==> src/rtl/sr_pkg.sv <==
package sr_pkg;
   localparam logic [2:0] MODE_OFF      = 3'b000;
   localparam logic [2:0] MODE_IN_T2    = 3'b001;
   localparam logic [2:0] MODE_IN_SYS   = 3'b010;
   localparam logic [2:0] MODE_OUT_FREE = 3'b100;
   localparam logic [2:0] MODE_OUT_T2   = 3'b101;
   localparam logic [2:0] MODE_OUT_SYS  = 3'b110;

   typedef enum logic [1:0] {
      SRC_NONE = 2'd0,
      SRC_SYS  = 2'd1,
      SRC_T2   = 2'd2
   } clk_src_e;

   typedef struct packed {
      clk_src_e src;
      logic     shift_out;
      logic     rd_arms;
   } mode_info_t;

   function automatic mode_info_t decode_mode(input logic [2:0] m);
      mode_info_t r;
      r = '{src: SRC_NONE, shift_out: 1'b0, rd_arms: 1'b0};
      case (m)
         MODE_IN_T2:    r = '{src: SRC_T2,  shift_out: 1'b0, rd_arms: 1'b1};
         MODE_IN_SYS:   r = '{src: SRC_SYS, shift_out: 1'b0, rd_arms: 1'b1};
         MODE_OUT_FREE: r = '{src: SRC_T2,  shift_out: 1'b1, rd_arms: 1'b0};
         MODE_OUT_T2:   r = '{src: SRC_T2,  shift_out: 1'b1, rd_arms: 1'b1};
         MODE_OUT_SYS:  r = '{src: SRC_SYS, shift_out: 1'b1, rd_arms: 1'b1};
         default:       r = '{src: SRC_NONE, shift_out: 1'b0, rd_arms: 1'b0};
      endcase
      return r;
   endfunction
endpackage

==> src/rtl/sr_mode_decode.sv <==
module sr_mode_decode
   import sr_pkg::*;
#(
   parameter int T2_W     = 8,
   parameter int CNT_W    = 10,
   parameter int RD_DLY   = 7,
   parameter int WR_DLY   = 6,
   parameter int T2_EXTRA = 2
) (
   input  logic [2:0]       mode_i,
   input  logic [T2_W-1:0]  t2_lo_i,
   input  logic             rd_i,
   input  logic             wr_i,
   output logic             arm_o,
   output logic             active_o,
   output logic             shift_out_o,
   output logic [CNT_W-1:0] load_o,
   output logic [CNT_W-1:0] half_o
);
   mode_info_t       info;
   logic [CNT_W-1:0] t2_span;

   always_comb begin
      info        = decode_mode(mode_i);
      t2_span     = CNT_W'(t2_lo_i) + CNT_W'(T2_EXTRA);
      active_o    = (info.src != SRC_NONE);
      shift_out_o = info.shift_out;
      arm_o       = active_o && (wr_i || (rd_i && info.rd_arms));
      if (info.src == SRC_SYS) begin
         load_o = wr_i ? CNT_W'(WR_DLY) : CNT_W'(RD_DLY);
         half_o = CNT_W'(1);
      end else begin
         load_o = t2_span;
         half_o = t2_span;
      end
   end
endmodule

==> src/rtl/sr_start_delay.sv <==
module sr_start_delay #(
   parameter int CNT_W = 10
) (
   input  logic             clk,
   input  logic             rst_n,
   input  logic             arm_i,
   input  logic             abort_i,
   input  logic [CNT_W-1:0] load_i,
   output logic             fire_o,
   output logic             pending_o
);
   logic [CNT_W-1:0] cnt_q;
   logic             pend_q;

   always_ff @(posedge clk or negedge rst_n) begin
      if (!rst_n) begin
         pend_q <= 1'b0;
         cnt_q  <= '0;
      end else if (arm_i) begin
         pend_q <= 1'b1;
         cnt_q  <= load_i - CNT_W'(1);
      end else if (abort_i) begin
         pend_q <= 1'b0;
      end else if (pend_q) begin
         if (cnt_q == '0) pend_q <= 1'b0;
         else             cnt_q  <= cnt_q - CNT_W'(1);
      end
   end

   assign fire_o    = pend_q && (cnt_q == '0) && !arm_i && !abort_i;
   assign pending_o = pend_q;

   // every load is at least 2, so a fresh arm never fires on the next edge
   assert_rearm_R6: assert property (@(posedge clk) disable iff (!rst_n)
      arm_i |=> (pend_q && !fire_o));
   assert_abort_R11: assert property (@(posedge clk) disable iff (!rst_n)
      (abort_i && !arm_i) |=> !pend_q);
endmodule

==> src/rtl/sr_shift_engine.sv <==
module sr_shift_engine #(
   parameter int DATA_W    = 8,
   parameter int CNT_W     = 10,
   parameter bit MSB_FIRST = 1'b1
) (
   input  logic              clk,
   input  logic              rst_n,
   input  logic              fire_i,
   input  logic              restart_i,
   input  logic              abort_i,
   input  logic [CNT_W-1:0]  half_i,
   input  logic              shift_out_i,
   input  logic              sdin_i,
   input  logic              wr_load_i,
   input  logic [DATA_W-1:0] wr_data_i,
   input  logic              acc_i,
   output logic              sclk_o,
   output logic              sdout_o,
   output logic [DATA_W-1:0] sr_o,
   output logic              done_o
);
   localparam int BC_W = $clog2(DATA_W + 1);

   logic              running_q, sclk_q, sdout_q, done_q;
   logic [CNT_W-1:0]  phase_q;
   logic [BC_W-1:0]   bits_q;
   logic [DATA_W-1:0] sr_q, sr_rot, sr_in;
   logic              out_bit, last_bit;

   generate
      if (MSB_FIRST) begin : g_msb
         assign out_bit = sr_q[DATA_W-1];
         assign sr_rot  = {sr_q[DATA_W-2:0], sr_q[DATA_W-1]};
         assign sr_in   = {sr_q[DATA_W-2:0], sdin_i};
      end else begin : g_lsb
         assign out_bit = sr_q[0];
         assign sr_rot  = {sr_q[0], sr_q[DATA_W-1:1]};
         assign sr_in   = {sdin_i, sr_q[DATA_W-1:1]};
      end
   endgenerate

   assign last_bit = (bits_q == BC_W'(DATA_W - 1));

   always_ff @(posedge clk or negedge rst_n) begin
      if (!rst_n) begin
         running_q <= 1'b0;
         sclk_q    <= 1'b1;
         sdout_q   <= 1'b1;
         done_q    <= 1'b0;
         phase_q   <= '0;
         bits_q    <= '0;
         sr_q      <= '0;
      end else begin
         if (restart_i || abort_i) begin
            running_q <= 1'b0;
            sclk_q    <= 1'b1;
            bits_q    <= '0;
            phase_q   <= '0;
         end else if (fire_i) begin
            running_q <= 1'b1;
            sclk_q    <= 1'b0;
            bits_q    <= '0;
            phase_q   <= half_i - CNT_W'(1);
            if (shift_out_i) begin
               sdout_q <= out_bit;
               sr_q    <= sr_rot;
            end
         end else if (running_q) begin
            if (phase_q != '0) begin
               phase_q <= phase_q - CNT_W'(1);
            end else if (sclk_q) begin
               sclk_q  <= 1'b0;
               phase_q <= half_i - CNT_W'(1);
               if (shift_out_i) begin
                  sdout_q <= out_bit;
                  sr_q    <= sr_rot;
               end
            end else begin
               sclk_q  <= 1'b1;
               phase_q <= half_i - CNT_W'(1);
               if (!shift_out_i) sr_q <= sr_in;
               if (last_bit) begin
                  running_q <= 1'b0;
                  done_q    <= 1'b1;
               end else begin
                  bits_q <= bits_q + BC_W'(1);
               end
            end
         end
         if (wr_load_i) sr_q   <= wr_data_i;
         if (acc_i)     done_q <= 1'b0;
      end
   end

   assign sclk_o  = sclk_q;
   assign sdout_o = sdout_q;
   assign sr_o    = sr_q;
   assign done_o  = done_q;

   assert_first_fall_R2: assert property (@(posedge clk) disable iff (!rst_n)
      fire_i |=> !sclk_q);
   assert_done_high_R10: assert property (@(posedge clk) disable iff (!rst_n)
      $rose(done_q) |-> sclk_q);
   assert_bit_range_R7: assert property (@(posedge clk) disable iff (!rst_n)
      running_q |-> (bits_q < BC_W'(DATA_W)));
   assert_out_stable_R8: assert property (@(posedge clk) disable iff (!rst_n)
      (running_q && $rose(sclk_q)) |-> $stable(sdout_q));
endmodule

==> src/rtl/sr_start_ctl.sv <==
module sr_start_ctl #(
   parameter int DATA_W    = 8,
   parameter int T2_W      = 8,
   parameter int RD_DLY    = 7,
   parameter int WR_DLY    = 6,
   parameter int T2_EXTRA  = 2,
   parameter bit MSB_FIRST = 1'b1
) (
   input  logic              clk,
   input  logic              rst_n,
   input  logic [2:0]        mode_i,
   input  logic [T2_W-1:0]   t2_lo_i,
   input  logic              rd_i,
   input  logic              wr_i,
   input  logic [DATA_W-1:0] wdata_i,
   input  logic              sdin_i,
   output logic              sclk_o,
   output logic              sdout_o,
   output logic [DATA_W-1:0] rdata_o,
   output logic              done_o
);
   localparam int CNT_W = T2_W + 2;

   generate
      if (DATA_W < 2) begin : g_bad_width
         $error("DATA_W must be at least 2");
      end
      if (RD_DLY < 2 || WR_DLY < 2 || T2_EXTRA < 2) begin : g_bad_delay
         $error("start delays must be at least 2");
      end
      if (RD_DLY >= (1 << CNT_W) || WR_DLY >= (1 << CNT_W)) begin : g_bad_range
         $error("start delays exceed counter range");
      end
   endgenerate

   logic             arm, active, shift_out, fire, pending;
   logic [CNT_W-1:0] load_val, half_val;

   sr_mode_decode #(
      .T2_W(T2_W), .CNT_W(CNT_W), .RD_DLY(RD_DLY),
      .WR_DLY(WR_DLY), .T2_EXTRA(T2_EXTRA)
   ) decode_i (
      .mode_i(mode_i), .t2_lo_i(t2_lo_i), .rd_i(rd_i), .wr_i(wr_i),
      .arm_o(arm), .active_o(active), .shift_out_o(shift_out),
      .load_o(load_val), .half_o(half_val)
   );

   sr_start_delay #(.CNT_W(CNT_W)) delay_i (
      .clk(clk), .rst_n(rst_n), .arm_i(arm), .abort_i(!active),
      .load_i(load_val), .fire_o(fire), .pending_o(pending)
   );

   sr_shift_engine #(
      .DATA_W(DATA_W), .CNT_W(CNT_W), .MSB_FIRST(MSB_FIRST)
   ) engine_i (
      .clk(clk), .rst_n(rst_n), .fire_i(fire), .restart_i(arm),
      .abort_i(!active), .half_i(half_val), .shift_out_i(shift_out),
      .sdin_i(sdin_i), .wr_load_i(wr_i), .wr_data_i(wdata_i),
      .acc_i(rd_i || wr_i), .sclk_o(sclk_o), .sdout_o(sdout_o),
      .sr_o(rdata_o), .done_o(done_o)
   );

   assert_off_idle_R11: assert property (@(posedge clk) disable iff (!rst_n)
      !active |=> (sclk_o && !pending));
   assert_flag_clear_R10: assert property (@(posedge clk) disable iff (!rst_n)
      (rd_i || wr_i) |=> !done_o);
endmodule

==> config.mk <==
export PLATFORM = sky130hd
export DESIGN_NAME = sr_start_ctl
export DESIGN_NICKNAME = d
export VERILOG_FILES = /design/src/rtl/sr_pkg.sv /design/src/rtl/sr_mode_decode.sv /design/src/rtl/sr_start_delay.sv /design/src/rtl/sr_shift_engine.sv /design/src/rtl/sr_start_ctl.sv
export SDC_FILE = /design/constraint.sdc
export NUM_CORES = 1
export LEC_CHECK = 0
export ABC_AREA = 1
export BUFFER_PORTS_ARGS = -buffer_cell sky130_fd_sc_hd__buf_4
export CAP_MARGIN = 25
export CORE_MARGIN = 2
export CORE_UTILIZATION = 54
export DETAILED_ROUTE_END_ITERATION = 7
export GPL_TIMING_DRIVEN = 0
export PLACE_DENSITY = 0.77
export SETUP_SLACK_MARGIN = 0.05
export SKIP_CTS_REPAIR_TIMING = 1
export SLEW_MARGIN = 10
export SYNTH_ARGS = -nofsm -noshare
export SYNTH_HDL_FRONTEND = slang
export SYNTH_SLANG_ARGS = --single-unit
==> constraint.sdc <==
create_clock -name clk -period 1.64 [get_ports clk]
set_input_delay 0 -clock clk [delete_from_list [all_inputs] [get_ports clk]]
set_output_delay 0 -clock clk [all_outputs]
set_load 0.01 [all_outputs]
# After elaboration in Yosys (flattened, before gate mapping)
# Index checks and enable logic that the tools add are counted.
[op_classes] addsub=6 eq_ne=19 mux=53 bitwise_logic=1 reduce_logical=27
[op_table] operator="2-to-1 mux 10 bit" count=10
[op_table] operator="2-to-1 mux 8 bit" count=8
[op_table] operator="subtractor 10 x 1 -> 10 bit (second input constant)" count=4
[op_table] operator="2-to-1 mux 1 bit" count=28
[op_table] operator="2-to-1 mux 4 bit" count=6
[op_table] operator="one-hot mux 4 bit (5 select lines)" count=1
[op_table] operator="nonzero test 2 bit" count=7
[op_table] operator="AND reduction 4 bit" count=3
[op_table] operator="zero test 10 bit" count=1
[op_table] operator="inequality test 2 x 1 -> 1 bit (second input constant)" count=5
[op_table] operator="nonzero test 10 bit" count=1
[op_table] operator="adder 8 x 2 -> 9 bit (second input constant)" count=1
[op_table] operator="equality test 3 bit (second input constant)" count=3
[op_table] operator="inequality test 3 bit (second input constant)" count=3
[op_table] operator="AND reduction 6 bit" count=1
[op_table] operator="nonzero test 3 bit" count=2
[op_table] operator="logical AND 1 bit" count=5
[op_table] operator="adder 4 x 1 -> 4 bit (second input constant)" count=1
[op_table] operator="equality test 4 x 3 -> 1 bit (second input constant)" count=1
[op_table] operator="inequality test 2 bit (second input constant)" count=2
[op_table] operator="inequality test 4 x 2 -> 1 bit (second input constant)" count=1
[op_table] operator="equality test 3 x 1 -> 1 bit (second input constant)" count=1
[op_table] operator="equality test 3 x 2 -> 1 bit (second input constant)" count=1
[op_table] operator="logical OR 1 bit" count=3
[op_table] operator="6 further kinds" count=7
[totals] regBits=37 in_bits=24 out_inout_bits=11 wordCells=115

# Depth between registers and ports, before layout
[logic_depth] ltp_word=11 mapped_depth=16 ltp_nobuf=15

# Modules after synthesis
# From an unflattened synthesis, not the netlist that was laid out.
[unflattened] hier_cells=474 hier_area_um2=3140.5
[by_module_without_submodules] module="sr_shift_engine" n_inst=1 cells_per_inst=274 area_per_inst_um2=1939.4 seq_area_each_um2=653.1
[by_module_without_submodules] module="sr_start_delay" n_inst=1 cells_per_inst=138 area_per_inst_um2=890.9 seq_area_each_um2=275.3
[by_module_without_submodules] module="sr_mode_decode" n_inst=1 cells_per_inst=58 area_per_inst_um2=295.3 seq_area_each_um2=0.0
[by_module_without_submodules] module="sr_start_ctl" n_inst=1 cells_per_inst=4 area_per_inst_um2=15.0 seq_area_each_um2=0.0

# Worst setup path before layout
# No wires, ideal clock.
[synth_path] path_type="input to register" start="input mode_i[0]" end="register delay_i.cnt_q[8]" setup_time_ns=0.124 arrival_time_ns=1.768 required_time_ns=1.516 path_slack_ns=-0.252 path_stages=16 n_path_buf=1 cell_sequence="inv_1 > ha_1 > nand2_1 > nand2_4 > nand3_4 > buf_12 > nand2_1 > o21ai_2 > inv_1 > ha_1 > a21boi_1 > nand2_1 > nor2_2 > nand2_1 > nand2_1 > nand3_1"
[synth_between] elab_chain_len=7 word_cells_on_any_way=18 cone_classes="add/sub (1); eq/ne (7); mux (3); reduce/logical (7)"
[synth_lines] element="start, declared" line_no="sr_start_ctl.sv:11" source="input logic [2:0] mode_i,"
[synth_lines] element="equality test 3 bit, or another cell as far along" line_no="sr_pkg.sv:24" source="case (m)"
[synth_lines] element="one-hot mux 4 bit (5 select lines) *" line_no="sr_pkg.sv:24"
[synth_lines] element="branches (longest 5 deep; another with subtractor 10 x 1 -> 10 bit)"
[synth_lines] element="end signal, assigned" line_no="sr_start_delay.sv:21" source="cnt_q <= load_i - CNT_W'(1);"
[synth_lines] element="end signal, assigned" line_no="sr_start_delay.sv:26" source="else cnt_q <= cnt_q - CNT_W'(1);"
[synth_lines] element="end, declared" line_no="sr_start_delay.sv:12" source="logic [CNT_W-1:0] cnt_q;"
# Mark *: on every way between the ends.
# A chain may end at the register's enable or synchronous reset.

# Worst setup path in the final report
[layout_path] start="register engine_i.phase_q[1]" end="register engine_i.phase_q[2]"
[layout_between] elab_chain_len=5 word_cells_on_any_way=6 cone_classes="add/sub (1); mux (4); reduce/logical (1)"
[layout_lines] element="start, declared" line_no="sr_shift_engine.sv:25" source="logic [CNT_W-1:0] phase_q;"
[layout_lines] element="start signal, assigned" line_no="sr_shift_engine.sv:63" source="phase_q <= half_i - CNT_W'(1);"
[layout_lines] element="start signal, assigned" line_no="sr_shift_engine.sv:70" source="phase_q <= phase_q - CNT_W'(1);"
[layout_lines] element="start signal, assigned" line_no="sr_shift_engine.sv:73" source="phase_q <= half_i - CNT_W'(1);"
[layout_lines] element="subtractor 10 x 1 -> 10 bit / nonzero test 10 bit (equally long branches)" line_no="sr_shift_engine.sv:70, sr_shift_engine.sv:69"
[layout_lines] element="2-to-1 mux 10 bit *" line_no="sr_shift_engine.sv:69" source="if (phase_q != '0) begin"
[layout_lines] element="2-to-1 mux 10 bit *" line_no="sr_shift_engine.sv:68" source="end else if (running_q) begin"
[layout_lines] element="2-to-1 mux 10 bit *" line_no="sr_shift_engine.sv:59" source="end else if (fire_i) begin"
[layout_lines] element="2-to-1 mux 10 bit *" line_no="sr_shift_engine.sv:54" source="if (restart_i || abort_i) begin"
# Mark *: on every way between the ends. The rest lies on a longest branch, timed or not. The select of a mux whose other input is x is not followed.

==> flow_metrics.py <==
metrics = {
    "detailed_routing": {
        "drtAntennaViolNets": 0,
        "wl_per_cell_um": 14.2,
        "via_per_inst": 5.56,
        "totalWireLength_um": 8660,
        "drt_pass1_iterations": 5,
        "drtIter0Drc": 221,
        "vias": 3387,
        "drc": 0,
    },
    "yosys": {
        "synth_top_family_by_area": "simple AND/OR/NAND/NOR gates",
        "synth-edff-count": 0,
        "syn-num-nets": 497,
        "async_flop_share": 1.00,
        "ys_ff_latch": 37,
        "ys_types": 41,
        "ys_top_cells_by_count": "130 x nand2_1, 54 x nand3_1, 49 x inv_1, 35 x dfrtp_1, 35 x nor2_1",
        "synth.most_common_cell": "nand2_1",
        "synth_xor_xnor_area_share": 0.0359,
        "yosysWarnings": 0,
        "yosysSeqAreaShare": 0.293,
        "synth_ff_type": "dfrtp_1",
        "synthSimpleGateAreaFrac": 0.433,
        "synth.largest_area_cell": "dfrtp_1",
        "synthMuxAreaShare": 0,
        "synth_area_per_cell_um2": 6.84,
        "synthTopCellsByArea": "dfrtp_1 28%, nand2_1 15%, nand3_1 8.5%, inv_1 5.8%, o21ai_0 5.0%",
        "syn-cell-area_um2": 3170,
        "synth_top_cell_area_share": 0.276,
        "synth_cells": 464,
        "synth_fa_ha_area_frac": 0.0355,
        "synth_compound_area_frac": 0.110,
    },
    "finish": {
        "final_net_count": 569,
        "antennaDiodeCount": 0,
        "drive_gt1_frac": 0.311,
        "post-route-util": 0.741,
        "syn2layout_area_growth_pct": 30.2,
    },
    "critical_path": {
        "crit_family": "simple AND/OR/NAND/NOR gates",
        "startpoint": "engine_i.phase_q[1]",
        "cp_slowest_cell": "dfrtp_1",
        "reg2reg_from": "engine_i.phase_q[1]",
        "critPathLaunchType": "register",
        "worstPathArrival_ns": 1.97,
        "critPathMaxFanout": 5,
        "critPathBufInv": 3,
        "r2r-end": "engine_i.phase_q[2]",
        "cp-end-kind": "register",
        "crit_required_ns": 1.82,
        "slowest_delay_ns": 0.39,
        "reg2regPathDepth": 11,
        "path_cells": "inv_2, ha_4, nand3_4, nor2_2, nand2_2, nor2_4, buf_4, a21oi_4, buf_6, o211ai_1, o21ai_1",
        "critPathKind": "reg -> reg",
        "rrSetupSlack_ns": -0.15,
    },
    "sta": {
        "setup-violations-final": 19,
        "worst_slew_pin_slew_ns": 0.521,
        "slew_headroom": 0.653,
        "slew_viol_final": 0,
        "fmax_ghz": 0.559,
        "fin_hold_ws_ns": 0.00916,
        "fin_crit_ns": 1.79,
        "fin_worst_skew_ns": 0.00410,
        "post-route-period-util": 1.09,
        "fin_ws_ns": -0.149,
        "setup_tns_ns": -1.92,
        "rsz0062_at_grt": "true",
        "hold_violations": 0,
    },
    "outcome": {
        "outcome": "finished, violations left",
        "violations": "negative setup slack",
    },
    "clock_tree": {
        "cts-root-buf": "clkbuf_8",
        "cts_inserted_buffers": 5,
        "cts_tree": "done",
        "insertion_delay_ns": 0.30,
        "h-tree-depth": 2,
        "cts_buffer_depth": 2,
        "cts.reportedPaths.clkPinSlew_ns": 0.08,
        "clock-sinks": 37,
    },
    "pwr": {
        "finalPower_w": 0.00486,
        "power_density_nw_per_um2": 1180,
        "peakVddDrop_mv": 0.758,
        "p_leak_nw": 2.03,
    },
    "hold_path": {
        "hp-start": "wdata_i[5]",
        "hold_path_depth": 4,
        "hp-class": "in -> reg",
        "holdPathEnd": "engine_i.sr_o[5]",
    },
    "run": {
        "maxCapViolations": 0,
    },
    "placed_design": {
        "dp_hpwl_um": 5730,
        "gp_congestion": 0.927,
        "io_buffers": 34,
    },
    "die": {
        "num_rows": 27,
        "die_w_um": 80.7,
        "core_area_um2": 5570,
        "die_h_um": 80.7,
        "start_util": 0.569,
        "dieArea_um2": 6510,
        "io_pins": 35,
    },
    "global_routing": {
        "grt_max_degree": 38,
        "grt.total_usage": 0.251,
        "grt_overflow": 0,
        "grt_pass1_vias": 3025,
        "antenna_found_initial": 0,
        "grt_pass1_wl_um": 13100,
    },
}
## routing by layer
metal | vias up | global-route usage | wire [um]
met4 | 0 | 0.0814 | 105
met5 | - | 0 | 0
met3 | 12 | 0.0303 | 470
li1 | 1674 | - | -
met1 | 1588 | 0.324 | 3720
met2 | 113 | 0.433 | 4360
## cells by family (layout without fill, tap and decap cells)
kind of cell / count (synthesis) / count (layout)
xor+xnor: 13 / 13
fa+ha+maj: 9 / 9
simple gates: 280 / 281
buf+inv: 65 / 137
compound gates: 60 / 60
flops: 37 / 37
## report_power, final
part | total [W] | leakage [nW] | internal [W] | switching (W)
Combinational | 0.00283 | 1.51 | 0.00121 | 0.00162
Sequential | 0.00138 | 0.472 | 0.00114 | 0.000233
Clock | 0.000656 | 0.0450 | 0.000295 | 0.000361
Total | 0.00486 | 2.03 | 0.00265 | 0.00221
## layout make-up
| cell class | count | area [um2] |
|---|---|---|
| multi-input combinational | 363 | 2190 |
| fill | 453 | 1440 |
| sequential | 37 | 928 |
| timing repair buffer | 64 | 519 |
| inverter | 55 | 226 |
| buffer | 10 | 96.3 |
| tap | 72 | 90.1 |
| clock buffer | 6 | 72.6 |
| clock inverter | 2 | 10.0 |
## worst max-delay path by stage
| stage | end | depth (start not counted) |
|---|---|---|
| finish | engine_i.phase_q[2] | 11 |
| floorplan | delay_i.cnt_q[8] | 16 |
| CTS | delay_i.cnt_q[6] | 16 |
| detailed placement | delay_i.cnt_q[6] | 16 |
| global route | engine_i.sr_o[6] | 12 |
| global placement | delay_i.cnt_q[8] | 17 |
## cell usage in the layout, fill, tap and decap left out, types with 3 or more instances in the layout
cell type and n:
ha_4 3, dlygate4sd3_1 3, nand2_2 14, xnor2_1 7
a21oi_1 6, nand3_1 47, nor2_1 30, inv_2 8
xor2_1 6, clkbuf_8 5, nor3_1 5, clkbuf_1 3
buf_6 7, ha_1 5, nor2_4 6, dfrtp_1 35
buf_4 56, nor2_2 11, o21ai_0 21, nand3_2 9
a31oi_1 3, nand4_1 13, nand2_1 119, o211ai_1 4
o21ai_1 12, nand3_4 6, inv_1 43, o21ai_2 4
or2_2 8, nand2_4 8
## worst reg2reg max path: stages (launching register included)
cell and delay, ns:
dfrtp_1 0.39, inv_2 0.08, ha_4 0.15, nand3_4 0.10
nor2_2 0.11, nand2_2 0.09, nor2_4 0.16, buf_4 0.15
a21oi_4 0.04, buf_6 0.14, o211ai_1 0.16, o21ai_1 0.09
## stage by stage
step	std cells	setup slack, ns	instance area (um2)
floorplan	464	-0.108	3260
global placement	570	-0.446	3610
detailed placement	570	-0.499	3610
CTS	578	-0.199	3690
global route	609	-0.260	4130
finish	609	-0.149	4130
## registers in the layout (all words and copies together) (netlist names)
signal,flops
engine_i.sclk_o,1
engine_i.done_o,1
engine_i.sr_o,8
engine_i.running_q,1
engine_i.phase_q,10
engine_i.sdout_o,1
delay_i.pending_o,1
delay_i.cnt_q,10
engine_i.bits_q,4
No activity file was read; power rests on OpenSTA's default activity.
